==> src/rtl/dcdc_seq_pkg.sv <==
package dcdc_seq_pkg;
    typedef enum logic [1:0] {
        MODE_OFF  = 2'd0,
        MODE_IDLE = 2'd1,
        MODE_SOFT = 2'd2,
        MODE_RUN  = 2'd3
    } mode_e;

    localparam logic [3:0] PULLDOWN_PAT = 4'b0110;
    localparam logic [3:0] ALL_GATES    = 4'b1111;
endpackage

==> src/rtl/dcdc_en_sync.sv <==
module dcdc_en_sync #(
    parameter int W      = 2,
    parameter int STAGES = 2
) (
    input  logic         clk,
    input  logic         rst_n,
    input  logic [W-1:0] async_in,
    output logic [W-1:0] sync_out
);
    logic [W-1:0] stage_q [STAGES];
    logic [W-1:0] stage_d [STAGES];

    always_comb begin
        stage_d[0] = async_in;
        for (int i = 1; i < STAGES; i++) begin
            stage_d[i] = stage_q[i-1];
        end
    end

    always_ff @(posedge clk or negedge rst_n) begin
        if (!rst_n) begin
            for (int i = 0; i < STAGES; i++) stage_q[i] <= '0;
        end else begin
            for (int i = 0; i < STAGES; i++) stage_q[i] <= stage_d[i];
        end
    end

    assign sync_out = stage_q[STAGES-1];
endmodule

==> src/rtl/dcdc_out_dec.sv <==
module dcdc_out_dec
    import dcdc_seq_pkg::*;
(
    input  mode_e      mode,
    output logic [3:0] gate_en,
    output logic [3:0] sw_force,
    output logic       prot_en,
    output logic       ss_done
);
    always_comb begin
        gate_en  = '0;
        sw_force = '0;
        prot_en  = 1'b0;
        ss_done  = 1'b0;
        unique case (mode)
            MODE_OFF:  sw_force = PULLDOWN_PAT;
            MODE_IDLE: ;
            MODE_SOFT: gate_en = ALL_GATES;
            MODE_RUN: begin
                gate_en = ALL_GATES;
                prot_en = 1'b1;
                ss_done = 1'b1;
            end
            default: sw_force = PULLDOWN_PAT;
        endcase
    end
endmodule

==> src/rtl/dcdc_seq_top.sv <==
module dcdc_seq_top
    import dcdc_seq_pkg::*;
#(
    parameter int IDLE_TICKS  = 50,
    parameter int REF_W       = 9,
    parameter int SYNC_STAGES = 2
) (
    input  logic             clk,
    input  logic             rst_n,
    input  logic             en_pin,
    input  logic             en_reg,
    input  logic             osc_tick,
    input  logic [REF_W-1:0] target,
    output logic [1:0]       mode,
    output logic [3:0]       gate_en,
    output logic [3:0]       sw_force,
    output logic             prot_en,
    output logic [REF_W-1:0] ref_code,
    output logic             ss_done
);
    localparam int CNT_W = (IDLE_TICKS > 1) ? $clog2(IDLE_TICKS) : 1;
    localparam logic [CNT_W-1:0] CNT_LAST = CNT_W'(IDLE_TICKS - 1);

    typedef struct packed {
        mode_e            mode;
        logic [CNT_W-1:0] idle_cnt;
        logic [REF_W-1:0] ref_val;
    } seq_state_t;

    seq_state_t st_d, st_q;
    logic [1:0] en_sync;
    logic       en_ok;

    dcdc_en_sync #(.W(2), .STAGES(SYNC_STAGES)) u_sync (
        .clk      (clk),
        .rst_n    (rst_n),
        .async_in ({en_reg, en_pin}),
        .sync_out (en_sync)
    );

    assign en_ok = en_sync[0] & en_sync[1];

    always_comb begin
        st_d = st_q;
        if (!en_ok) begin
            st_d.mode     = MODE_OFF;
            st_d.idle_cnt = '0;
            st_d.ref_val  = '0;
        end else begin
            unique case (st_q.mode)
                MODE_OFF: begin
                    st_d.mode     = MODE_IDLE;
                    st_d.idle_cnt = '0;
                    st_d.ref_val  = '0;
                end
                MODE_IDLE: begin
                    if (osc_tick) begin
                        if (st_q.idle_cnt == CNT_LAST) begin
                            st_d.mode     = MODE_SOFT;
                            st_d.idle_cnt = '0;
                            st_d.ref_val  = '0;
                        end else begin
                            st_d.idle_cnt = st_q.idle_cnt + 1'b1;
                        end
                    end
                end
                MODE_SOFT: begin
                    if (st_q.ref_val >= target) begin
                        st_d.mode = MODE_RUN;
                    end else if (osc_tick) begin
                        st_d.ref_val = st_q.ref_val + 1'b1;
                    end
                end
                MODE_RUN: begin
                    st_d.ref_val = target;
                end
                default: st_d.mode = MODE_OFF;
            endcase
        end
    end

    always_ff @(posedge clk or negedge rst_n) begin
        if (!rst_n) begin
            st_q <= '{mode: MODE_OFF, idle_cnt: '0, ref_val: '0};
        end else begin
            st_q <= st_d;
        end
    end

    dcdc_out_dec u_dec (
        .mode     (st_q.mode),
        .gate_en  (gate_en),
        .sw_force (sw_force),
        .prot_en  (prot_en),
        .ss_done  (ss_done)
    );

    assign mode     = st_q.mode;
    assign ref_code = st_q.ref_val;
endmodule

==> config.mk <==
export PLATFORM = sky130hd
export DESIGN_NAME = dcdc_seq_top
export DESIGN_NICKNAME = d
export VERILOG_FILES = /design/src/rtl/dcdc_seq_pkg.sv /design/src/rtl/dcdc_en_sync.sv /design/src/rtl/dcdc_out_dec.sv /design/src/rtl/dcdc_seq_top.sv
export SDC_FILE = /design/constraint.sdc
export NUM_CORES = 1
export LEC_CHECK = 0
export ABC_AREA = 1
export BUFFER_PORTS_ARGS = -buffer_cell sky130_fd_sc_hd__buf_2
export CORE_MARGIN = 5
export CORE_UTILIZATION = 25
export DETAILED_ROUTE_END_ITERATION = 6
export PLACE_DENSITY_LB_ADDON = 0.05
export SLEW_MARGIN = 10
export SYNTH_ARGS = -nofsm -noshare
export SYNTH_HDL_FRONTEND = slang
export SYNTH_HIERARCHICAL = 1
export SYNTH_SLANG_ARGS = --single-unit
==> constraint.sdc <==
create_clock -name clk -period 1.6 [get_ports clk]
set_input_delay 0.24 -clock clk [delete_from_list [all_inputs] [get_ports clk]]
set_output_delay 0.24 -clock clk [all_outputs]
set_load 0.005 [all_outputs]
==> out/qor.json, run 1 <==
{
  "setup_repair_after_global_routing_missed_its_margin": {"value": "yes"},
  "netlist_area": {"value": 1770, "unit": "um2"},
  "cts_max_path_buffers": {"value": 2},
  "period_minus_slack": {"value": 1.63, "unit": "ns"},
  "post_detailed_placement_half_perimeter_wirelength": {"value": 3.59, "unit": "mm"},
  "async_flop_share": {"value": 1.00},
  "h_tree_level_count": {"value": 1},
  "outcome": {"value": "finished, violations left"},
  "finish.net_count": {"value": 309},
  "post-cts-setup-buffers": {"value": 0},
  "worstPathArrival": {"value": 1.79, "unit": "ns"},
  "setup_violations": {"value": 9},
  "leakage": {"value": 0.00122, "unit": "uW"},
  "finalHoldViolCount": {"value": 0},
  "fillerInstances": {"value": 757},
  "worstSetupPathType": {"value": "reg -> reg"},
  "number_of_routed_nets_with_antenna_violations": {"value": 0},
  "hold_path.class": {"value": "in -> reg"},
  "cp_data_required_time": {"value": 1.76, "unit": "ns"},
  "rrSetupSlack": {"value": -0.03, "unit": "ns"},
  "clk_root_buffer_cell": {"value": "sky130_fd_sc_hd__clkbuf_8"},
  "height_of_the_chip": {"value": 94.2, "unit": "um"},
  "synth.ff_latch_count": {"value": 21},
  "design.die.area": {"value": 8880, "unit": "um2"},
  "ys_types": {"value": 33},
  "die_width": {"value": 94.2, "unit": "um"},
  "core-area": {"value": 6870, "unit": "um2"},
  "ys.flop_type": {"value": "sky130_fd_sc_hd__dfrtp_1"},
  "floorplan.initialDensity": {"value": 0.258},
  "antenna_found_initial": {"value": 0},
  "endpoint_kind": {"value": "flip-flop"},
  "syn_to_final_growth": {"value": 28.3, "unit": "%"},
  "vdd_ir_drop_max": {"value": 0.000462, "unit": "V"},
  "sequential_share_of_the_synthesized_area": {"value": 0.296},
  "tritoncts": {"value": "done"},
  "num_antenna_cells": {"value": 0},
  "mostFrequentLayoutCell": {"value": "sky130_fd_sc_hd__nand2_1"},
  "drt_wl_total": {"value": 4.47, "unit": "mm"},
  "yosysWarningCount": {"value": 6},
  "routabilityCongestion": {"value": 0.721},
  "slew-limit-headroom": {"value": 0.666},
  "vias": {"value": 1553},
  "layout_common_cells": {"value": "sky130_fd_sc_hd__nand2_1 (51), sky130_fd_sc_hd__inv_1 (34), sky130_fd_sc_hd__buf_2 (32)"},
  "final_skew": {"value": 0.00460, "unit": "ns"},
  "drtPass1Iterations": {"value": 4},
  "drt_drc_violations_left": {"value": 0},
  "reg_clk_slew_reported_paths": {"value": 0.08, "unit": "ns"},
  "drv_slew": {"value": 0},
  "cts_inserted_buffers": {"value": 3},
  "placementRows": {"value": 30},
  "grt_start_max_net_pins": {"value": 22},
  "r2r-start": {"value": "ref_code[8]$_DFFE_PN0P_"},
  "grt_pass1_wl": {"value": 7.60, "unit": "mm"},
  "max_cap_viol_count": {"value": 0},
  "startpoint_types": {"value": "flip-flop"},
  "fin_ws": {"value": -0.0339, "unit": "ns"},
  "detail_route.iter0.violations": {"value": 62},
  "worst-slew-pin-transition": {"value": 0.500, "unit": "ns"},
  "clock_insertion_delay_at_the_later_pin_of_the_skew_report": {"value": 0.26, "unit": "ns"},
  "detail_route.vias_per_cell": {"value": 4.15},
  "grt_usage": {"value": 0.108},
  "post_route_cells_drive_above_1_share": {"value": 0.378},
  "preCtsSetupSlack": {"value": -0.168, "unit": "ns"},
  "post-route-period-util": {"value": 1.02},
  "numClockSinks": {"value": 21},
  "buffer_ports.inserted": {"value": 32},
  "synth_area_per_cell": {"value": 7.42, "unit": "um2"},
  "crit_start": {"value": "ref_code[8]$_DFFE_PN0P_"},
  "synth-edff-count": {"value": 0},
  "violations": {"value": "negative setup slack"},
  "grt_pass1_vias": {"value": 1533},
  "totalPowerFinal": {"value": 1180, "unit": "uW"},
  "max_clock_freq": {"value": 0.612, "unit": "GHz"},
  "critical_path_peak_fanout": {"value": 9},
  "power.density_cell_area": {"value": 520, "unit": "nW/um2"},
  "top_level_ports": {"value": 35},
  "post_synth_inst_count": {"value": 239},
  "global_route.overflow_total": {"value": 0},
  "wire_length_per_cell": {"value": 12.0, "unit": "um"},
  "timing.hold.worst.start": {"value": "en_reg"}
}
## routing by layer
metal	vias up	wire length (um)	global-route usage
li1	822	-	-
met1	712	2140	0.143
met2	17	2170	0.186
met3	2	129	0.0200
met4	0	29	0.0181
met5	-	0	0
## cell usage after synthesis, types with 2 or more instances
library cell	count	area (um2)
sky130_fd_sc_hd__nand4_1	5	31.3
sky130_fd_sc_hd__buf_6	2	22.5
sky130_fd_sc_hd__nor3_2	3	30.0
sky130_fd_sc_hd__buf_4	18	135
sky130_fd_sc_hd__nand2_2	3	18.8
sky130_fd_sc_hd__nor2_1	6	22.5
sky130_fd_sc_hd__nor2_4	3	33.8
sky130_fd_sc_hd__nor2_2	5	31.3
sky130_fd_sc_hd__nand2_1	55	206
sky130_fd_sc_hd__clkbuf_1	2	7.51
sky130_fd_sc_hd__a32o_1	2	20.0
sky130_fd_sc_hd__inv_2	2	7.51
sky130_fd_sc_hd__inv_1	38	143
sky130_fd_sc_hd__a21oi_1	14	70.1
sky130_fd_sc_hd__nand3_1	24	120
sky130_fd_sc_hd__ha_1	16	200
sky130_fd_sc_hd__nand2_4	3	33.8
sky130_fd_sc_hd__o21ai_0	3	15.0
sky130_fd_sc_hd__dfrtp_1	21	526
## path summary, 6_finish.rpt
kind                                                end  depth (start not counted)
max                             ref_code[4]$_DFFE_PN0P_                         11
min                         u_sync/stage_d[1]$_DFF_PN0_                          1
max reg2reg                     ref_code[4]$_DFFE_PN0P_                         11
min reg2reg                u_sync/sync_out[1]$_DFF_PN0_                          0
max in group asynchronous       ref_code[1]$_DFFE_PN0P_                          2
min in group asynchronous          st_q[13]$_DFFE_PN0P_                          2
## flip-flops by register name, indices dropped and copies added, names as in the netlist
signal,count
mode,2
ref_code,9
st_q,6
u_sync/stage_d,2
u_sync/sync_out,2
## where the power goes
group / internal (uW) / total (uW) / switching [uW] / leakage [uW]
clock network: 174 / 353 / 179 / 0.0000255
registers: 551 / 570 / 19.4 / 0.000282
logic: 112 / 261 / 149 / 0.000916
## cell type report
class,instances,area [um2],share of cell area
Inverter,40,150,0.0660
Tap cell,96,120,0.0528
Clock inverter,1,5.00,0.00220
Timing Repair Buffer,57,363,0.159
Multi-Input combinational cell,156,1070,0.471
Sequential cell,21,526,0.231
Clock buffer,3,41.3,0.0181
## cells by family (layout without fill, tap and decap cells)
kind of cell             after synthesis  after routing  share of synthesized area
other                                  1              2                    0.00211
adder cells (fa/ha/maj)               16             16                      0.113
flip-flops                            21             21                      0.296
AO/OA/AOI/OAI                         24             24                     0.0804
XOR/XNOR                               1              1                    0.00494
AND/OR/NAND/NOR                      113            113                      0.323
buffers and inverters                 63            101                      0.181
## critical path, stage by stage (launching register included)
cell	delay (ns)
sky130_fd_sc_hd__dfrtp_1	0.41
sky130_fd_sc_hd__ha_4	0.26
sky130_fd_sc_hd__nand2_2	0.06
sky130_fd_sc_hd__inv_2	0.05
sky130_fd_sc_hd__nand2_1	0.08
sky130_fd_sc_hd__nand2_2	0.07
sky130_fd_sc_hd__nor2_2	0.14
sky130_fd_sc_hd__nand3_2	0.10
sky130_fd_sc_hd__nand2_4	0.15
sky130_fd_sc_hd__nand2_8	0.09
sky130_fd_sc_hd__nand2_1	0.06
sky130_fd_sc_hd__nand2_1	0.05
## stage by stage
stage | utilization | hold slack [ns] | area (um2) | cells | setup TNS (ns)
2_1_floorplan | - | -0.0556 | 1780 | 240 | 0
3_3_place_gp | 0.303 | 0.252 | 2080 | 369 | -1.37
3_5_place_dp | 0.303 | 0.248 | 2080 | 369 | -1.47
4_1_cts | 0.320 | 0.0703 | 2200 | 374 | -0.626
5_1_grt | 0.331 | 0.0639 | 2280 | 374 | -1.24
6_report | 0.331 | 0.0814 | 2280 | 374 | -0.238
## what timing repair did
item,in CTS,in global routing
endpoints found under the hold margin,21,0
pin swaps,6,5
hold buffers,1,0
endpoints found under the setup margin,11,16
resized for setup,10,17
Note: power is estimated with default switching activity, not from simulation.
==> run 2: changes to the inputs <==
--- a/config.mk
+++ b/config.mk
@@ -11,6 +11,7 @@
 export CORE_UTILIZATION = 25
 export DETAILED_ROUTE_END_ITERATION = 6
 export PLACE_DENSITY_LB_ADDON = 0.05
+export SKIP_CTS_REPAIR_TIMING = 1
 export SLEW_MARGIN = 10
 export SYNTH_ARGS = -nofsm -noshare
 export SYNTH_HDL_FRONTEND = slang
==> run 2 against run 1 <==
  * The run still ends with negative setup slack left
  * First-iteration DRC count shrank 26%
  * Non-clock buffer count grew 1
  * Setup slack gained 0.0051 ns
  * Clock skew grew 0.00055 ns
  * Worst hold slack gained 0.00067 ns
  * Count of clock-buffer cells in the layout is the same
  * Global-route usage shrank 0.27 points
  * Core utilization shrank 0.46 points
==> out/qor.json, run 2 (synthesized netlist as in run 1, its figures left out) <==
{
  "max_clock_freq": {"value": 0.614, "unit": "GHz", "change": "+0.32%"},
  "setup_repair_after_global_routing_missed_its_margin": {"value": "yes"},
  "hold-path-cell-count": {"value": 1, "change": "unchanged"},
  "path_cells": {"value": "ha_1, nand2_1, inv_2, nand3b_1, nor2_2, nor2_2, nand3_2, nand2_4, nand2_8, nand2_1, nand2_1"},
  "design.die.area": {"value": 8880, "unit": "um2", "change": "unchanged"},
  "r2r-start": {"value": "ref_code[4]$_DFFE_PN0P_"},
  "final_cell_count_no_fill": {"value": 375, "change": "+0.27%"},
  "core-area": {"value": 6870, "unit": "um2", "change": "unchanged"},
  "buffer_ports.inserted": {"value": 32, "change": "unchanged"},
  "top_level_ports": {"value": 35, "change": "unchanged"},
  "post-route-period-util": {"value": 1.02, "change": "-0.00321"},
  "numClockSinks": {"value": 21, "change": "unchanged"},
  "crit_path_top_delay_cell": {"value": "sky130_fd_sc_hd__dfrtp_1"},
  "power_switching_share": {"value": 0.293, "change": "-0.00100"},
  "syn_to_final_growth": {"value": 26.5, "unit": "%"},
  "hold_path.class": {"value": "in -> reg"},
  "rrSetupSlack": {"value": -0.03, "unit": "ns", "change": "about the same"},
  "worst_path_dominant_cell_family": {"value": "simple AND/OR/NAND/NOR gates"},
  "final_skew": {"value": 0.00514, "unit": "ns", "change": "+0.000546 ns"},
  "wire_length_per_cell": {"value": 11.9, "unit": "um", "change": "-0.80%"},
  "antenna_found_initial": {"value": 0, "change": "unchanged"},
  "die_width": {"value": 94.2, "unit": "um", "change": "unchanged"},
  "detail_route.iter0.violations": {"value": 46, "change": "-26%"},
  "outcome": {"value": "finished, violations left"},
  "violations": {"value": "negative setup slack"},
  "worstSetupPathType": {"value": "reg -> reg"},
  "num_antenna_cells": {"value": 0, "change": "unchanged"},
  "drt_wl_total": {"value": 4.45, "unit": "mm", "change": "-0.54%"},
  "share_of_total_power_in_the_clock_network": {"value": 0.300, "change": "+0.002"},
  "combinationalPowerShare": {"value": 0.216, "change": "-0.004"},
  "clock_insertion_delay_at_the_later_pin_of_the_skew_report": {"value": 0.26, "unit": "ns", "change": "about the same"},
  "clk_root_buffer_cell": {"value": "sky130_fd_sc_hd__clkbuf_8"},
  "switching_power": {"value": 345, "unit": "uW", "change": "-0.86%"},
  "h_tree_level_count": {"value": 1, "change": "unchanged"},
  "drt_drc_violations_left": {"value": 0, "change": "unchanged"},
  "layout_common_cells": {"value": "sky130_fd_sc_hd__nand2_1 (53), sky130_fd_sc_hd__inv_1 (35), sky130_fd_sc_hd__buf_2 (32)"},
  "cts_inserted_buffers": {"value": 3, "change": "unchanged"},
  "startpoint_types": {"value": "flip-flop"},
  "reg_clk_slew_reported_paths": {"value": 0.08, "unit": "ns", "change": "about the same"},
  "sequentialPowerShare": {"value": 0.484, "change": "+0.002"},
  "drtPass1Iterations": {"value": 4, "change": "unchanged"},
  "detail_route.vias_per_cell": {"value": 4.12, "change": "-0.78%"},
  "seq_area": {"value": 526, "unit": "um2", "change": "unchanged"},
  "timing.reg2reg.worst_path_depth": {"value": 11, "change": "unchanged"},
  "endpoint_kind": {"value": "flip-flop"},
  "mostFrequentLayoutCell": {"value": "sky130_fd_sc_hd__nand2_1"},
  "global_route.overflow_total": {"value": 0, "change": "unchanged"},
  "preCtsSetupSlack": {"value": -0.168, "unit": "ns", "change": "unchanged"},
  "critical_path_peak_fanout": {"value": 9, "change": "unchanged"},
  "hold_end": {"value": "u_sync/stage_d[1]$_DFF_PN0_"},
  "crit_start": {"value": "ref_code[4]$_DFFE_PN0P_"},
  "power_report.internal_total": {"value": 833, "unit": "uW", "change": "-0.38%"},
  "reg_to_reg_endpoint": {"value": "ref_code[4]$_DFFE_PN0P_"},
  "tritoncts": {"value": "done"},
  "number_of_routed_nets_with_antenna_violations": {"value": 0, "change": "unchanged"},
  "finalHoldViolCount": {"value": 0, "change": "unchanged"},
  "height_of_the_chip": {"value": 94.2, "unit": "um", "change": "unchanged"},
  "numPlacedInstances": {"value": 369, "change": "unchanged"},
  "timing.hold.worst.start": {"value": "en_reg"},
  "leakage": {"value": 0.00123, "unit": "uW", "change": "+0.32%"},
  "finish.net_count": {"value": 310, "change": "+0.32%"},
  "critical_path.n_buffers_inverters": {"value": 1, "change": "unchanged"},
  "grt_pass1_wl": {"value": 7.39, "unit": "mm", "change": "-2.8%"},
  "post_detailed_placement_half_perimeter_wirelength": {"value": 3.59, "unit": "mm", "change": "unchanged"},
  "cts_max_path_buffers": {"value": 2, "change": "unchanged"},
  "grt_usage": {"value": 0.106, "change": "-0.00267"},
  "multiInputGateArea": {"value": 1030, "unit": "um2", "change": "-3.6%"},
  "drv_slew": {"value": 0, "change": "unchanged"},
  "grt_pass1_vias": {"value": 1489, "change": "-2.9%"},
  "placementRows": {"value": 30, "change": "unchanged"},
  "fillerInstances": {"value": 756, "change": "-0.13%"},
  "max_cap_viol_count": {"value": 0, "change": "unchanged"},
  "worst-slew-pin-transition": {"value": 0.502, "unit": "ns", "change": "+0.00155 ns"},
  "floorplan.initialDensity": {"value": 0.258, "change": "unchanged"},
  "power.density_cell_area": {"value": 525, "unit": "nW/um2", "change": "+0.86%"},
  "routabilityCongestion": {"value": 0.721, "change": "unchanged"},
  "slew-limit-headroom": {"value": 0.665, "change": "-0.00103"},
  "period_minus_slack": {"value": 1.63, "unit": "ns", "change": "-0.00514 ns"},
  "post_route_cells_drive_above_1_share": {"value": 0.355, "change": "-0.0229"},
  "critical-path-top-cell-by-count": {"value": "sky130_fd_sc_hd__nand2_1"},
  "vias": {"value": 1545, "change": "-0.52%"},
  "setup_violations": {"value": 9, "change": "unchanged"},
  "cp_data_required_time": {"value": 1.76, "unit": "ns", "change": "about the same"},
  "vdd_ir_drop_max": {"value": 0.000462, "unit": "V", "change": "about the same"},
  "cp_slowest_stage_delay": {"value": 0.40, "unit": "ns", "change": "about the same"},
  "fin_ws": {"value": -0.0288, "unit": "ns", "change": "+0.00514 ns"},
  "grt_start_max_net_pins": {"value": 22, "change": "unchanged"},
  "flip_flop_count_of_the_largest_register_all_copies_and_words_added": {"value": 9, "change": "unchanged"},
  "worstPathArrival": {"value": 1.78, "unit": "ns", "change": "about the same"}
}
[run 2: cell types whose count changed in the layout (fill, tap and decap cells not counted)]
cell / before / now
sky130_fd_sc_hd__buf_4: 23 / 24
sky130_fd_sc_hd__nand2_1: 51 / 53
sky130_fd_sc_hd__nor3b_1: 0 / 1
sky130_fd_sc_hd__ha_4: 5 / 4
sky130_fd_sc_hd__nand3_4: 1 / 0
sky130_fd_sc_hd__inv_1: 34 / 35
sky130_fd_sc_hd__nor3b_2: 1 / 0
sky130_fd_sc_hd__a21oi_2: 3 / 2
sky130_fd_sc_hd__a21oi_1: 11 / 12
sky130_fd_sc_hd__nand2_2: 7 / 5
sky130_fd_sc_hd__ha_1: 11 / 12
sky130_fd_sc_hd__nand3_1: 21 / 22
sky130_fd_sc_hd__inv_2: 6 / 5
[run 2: final cells by class]
type | count | share of cell area
repair buffers | 58 | 0.165
clock inverters | 1 | 0.00223
clock buffers | 3 | 0.0184
flip-flops and latches | 21 | 0.234
inverters | 40 | 0.0669
multi-input cells | 156 | 0.460
well taps | 96 | 0.0535
[run 2: how the worst max path moves through the flow]
stage | endpoint | slack, ns | depth (start not counted)
5_1_grt | ref_code[8]$_DFFE_PN0P_ | -0.17 | 11
3_5_place_dp | ref_code[2]$_DFFE_PN0P_ | -0.17 | 11
2_1_floorplan | ref_code[3]$_DFFE_PN0P_ | 0.03 | 11
3_3_place_gp | ref_code[3]$_DFFE_PN0P_ | -0.16 | 11
6_report | ref_code[4]$_DFFE_PN0P_ | -0.03 | 11
4_1_cts | ref_code[4]$_DFFE_PN0P_ | -0.16 | 9
[run 2: power by group through the flow]
stage | Clock (uW) | Sequential (uW) | Combinational [uW]
final | 353 | 570 | 254
after detailed placement | 0 | 581 | 241
after global routing | 400 | 575 | 295
after CTS | 376 | 570 | 242
after global placement | 0 | 581 | 243
after floorplan | 0 | 579 | 156
[run 2: metal layers]
metal,vias to the layer above,GRT usage,share of wire,wire (um)
met3,2,0.0200,0.034,152
met2,23,0.180,0.48,2150
met5,-,0,0,0
met4,0,0.0181,0.0065,29
met1,698,0.140,0.47,2110
li1,822,-,-,-
[run 2: through the flow]
step	hold slack (ns)	instance area, um2	total power [uW]	utilization	setup TNS (ns)
2_1_floorplan	-0.0556	1780	736	-	0
3_3_place_gp	0.252	2080	824	0.303	-1.37
3_5_place_dp	0.248	2080	822	0.303	-1.47
4_1_cts	-0.0447	2130	1190	0.310	-1.35
5_1_grt	0.0639	2240	1270	0.327	-1.47
6_report	0.0821	2240	1180	0.327	-0.200
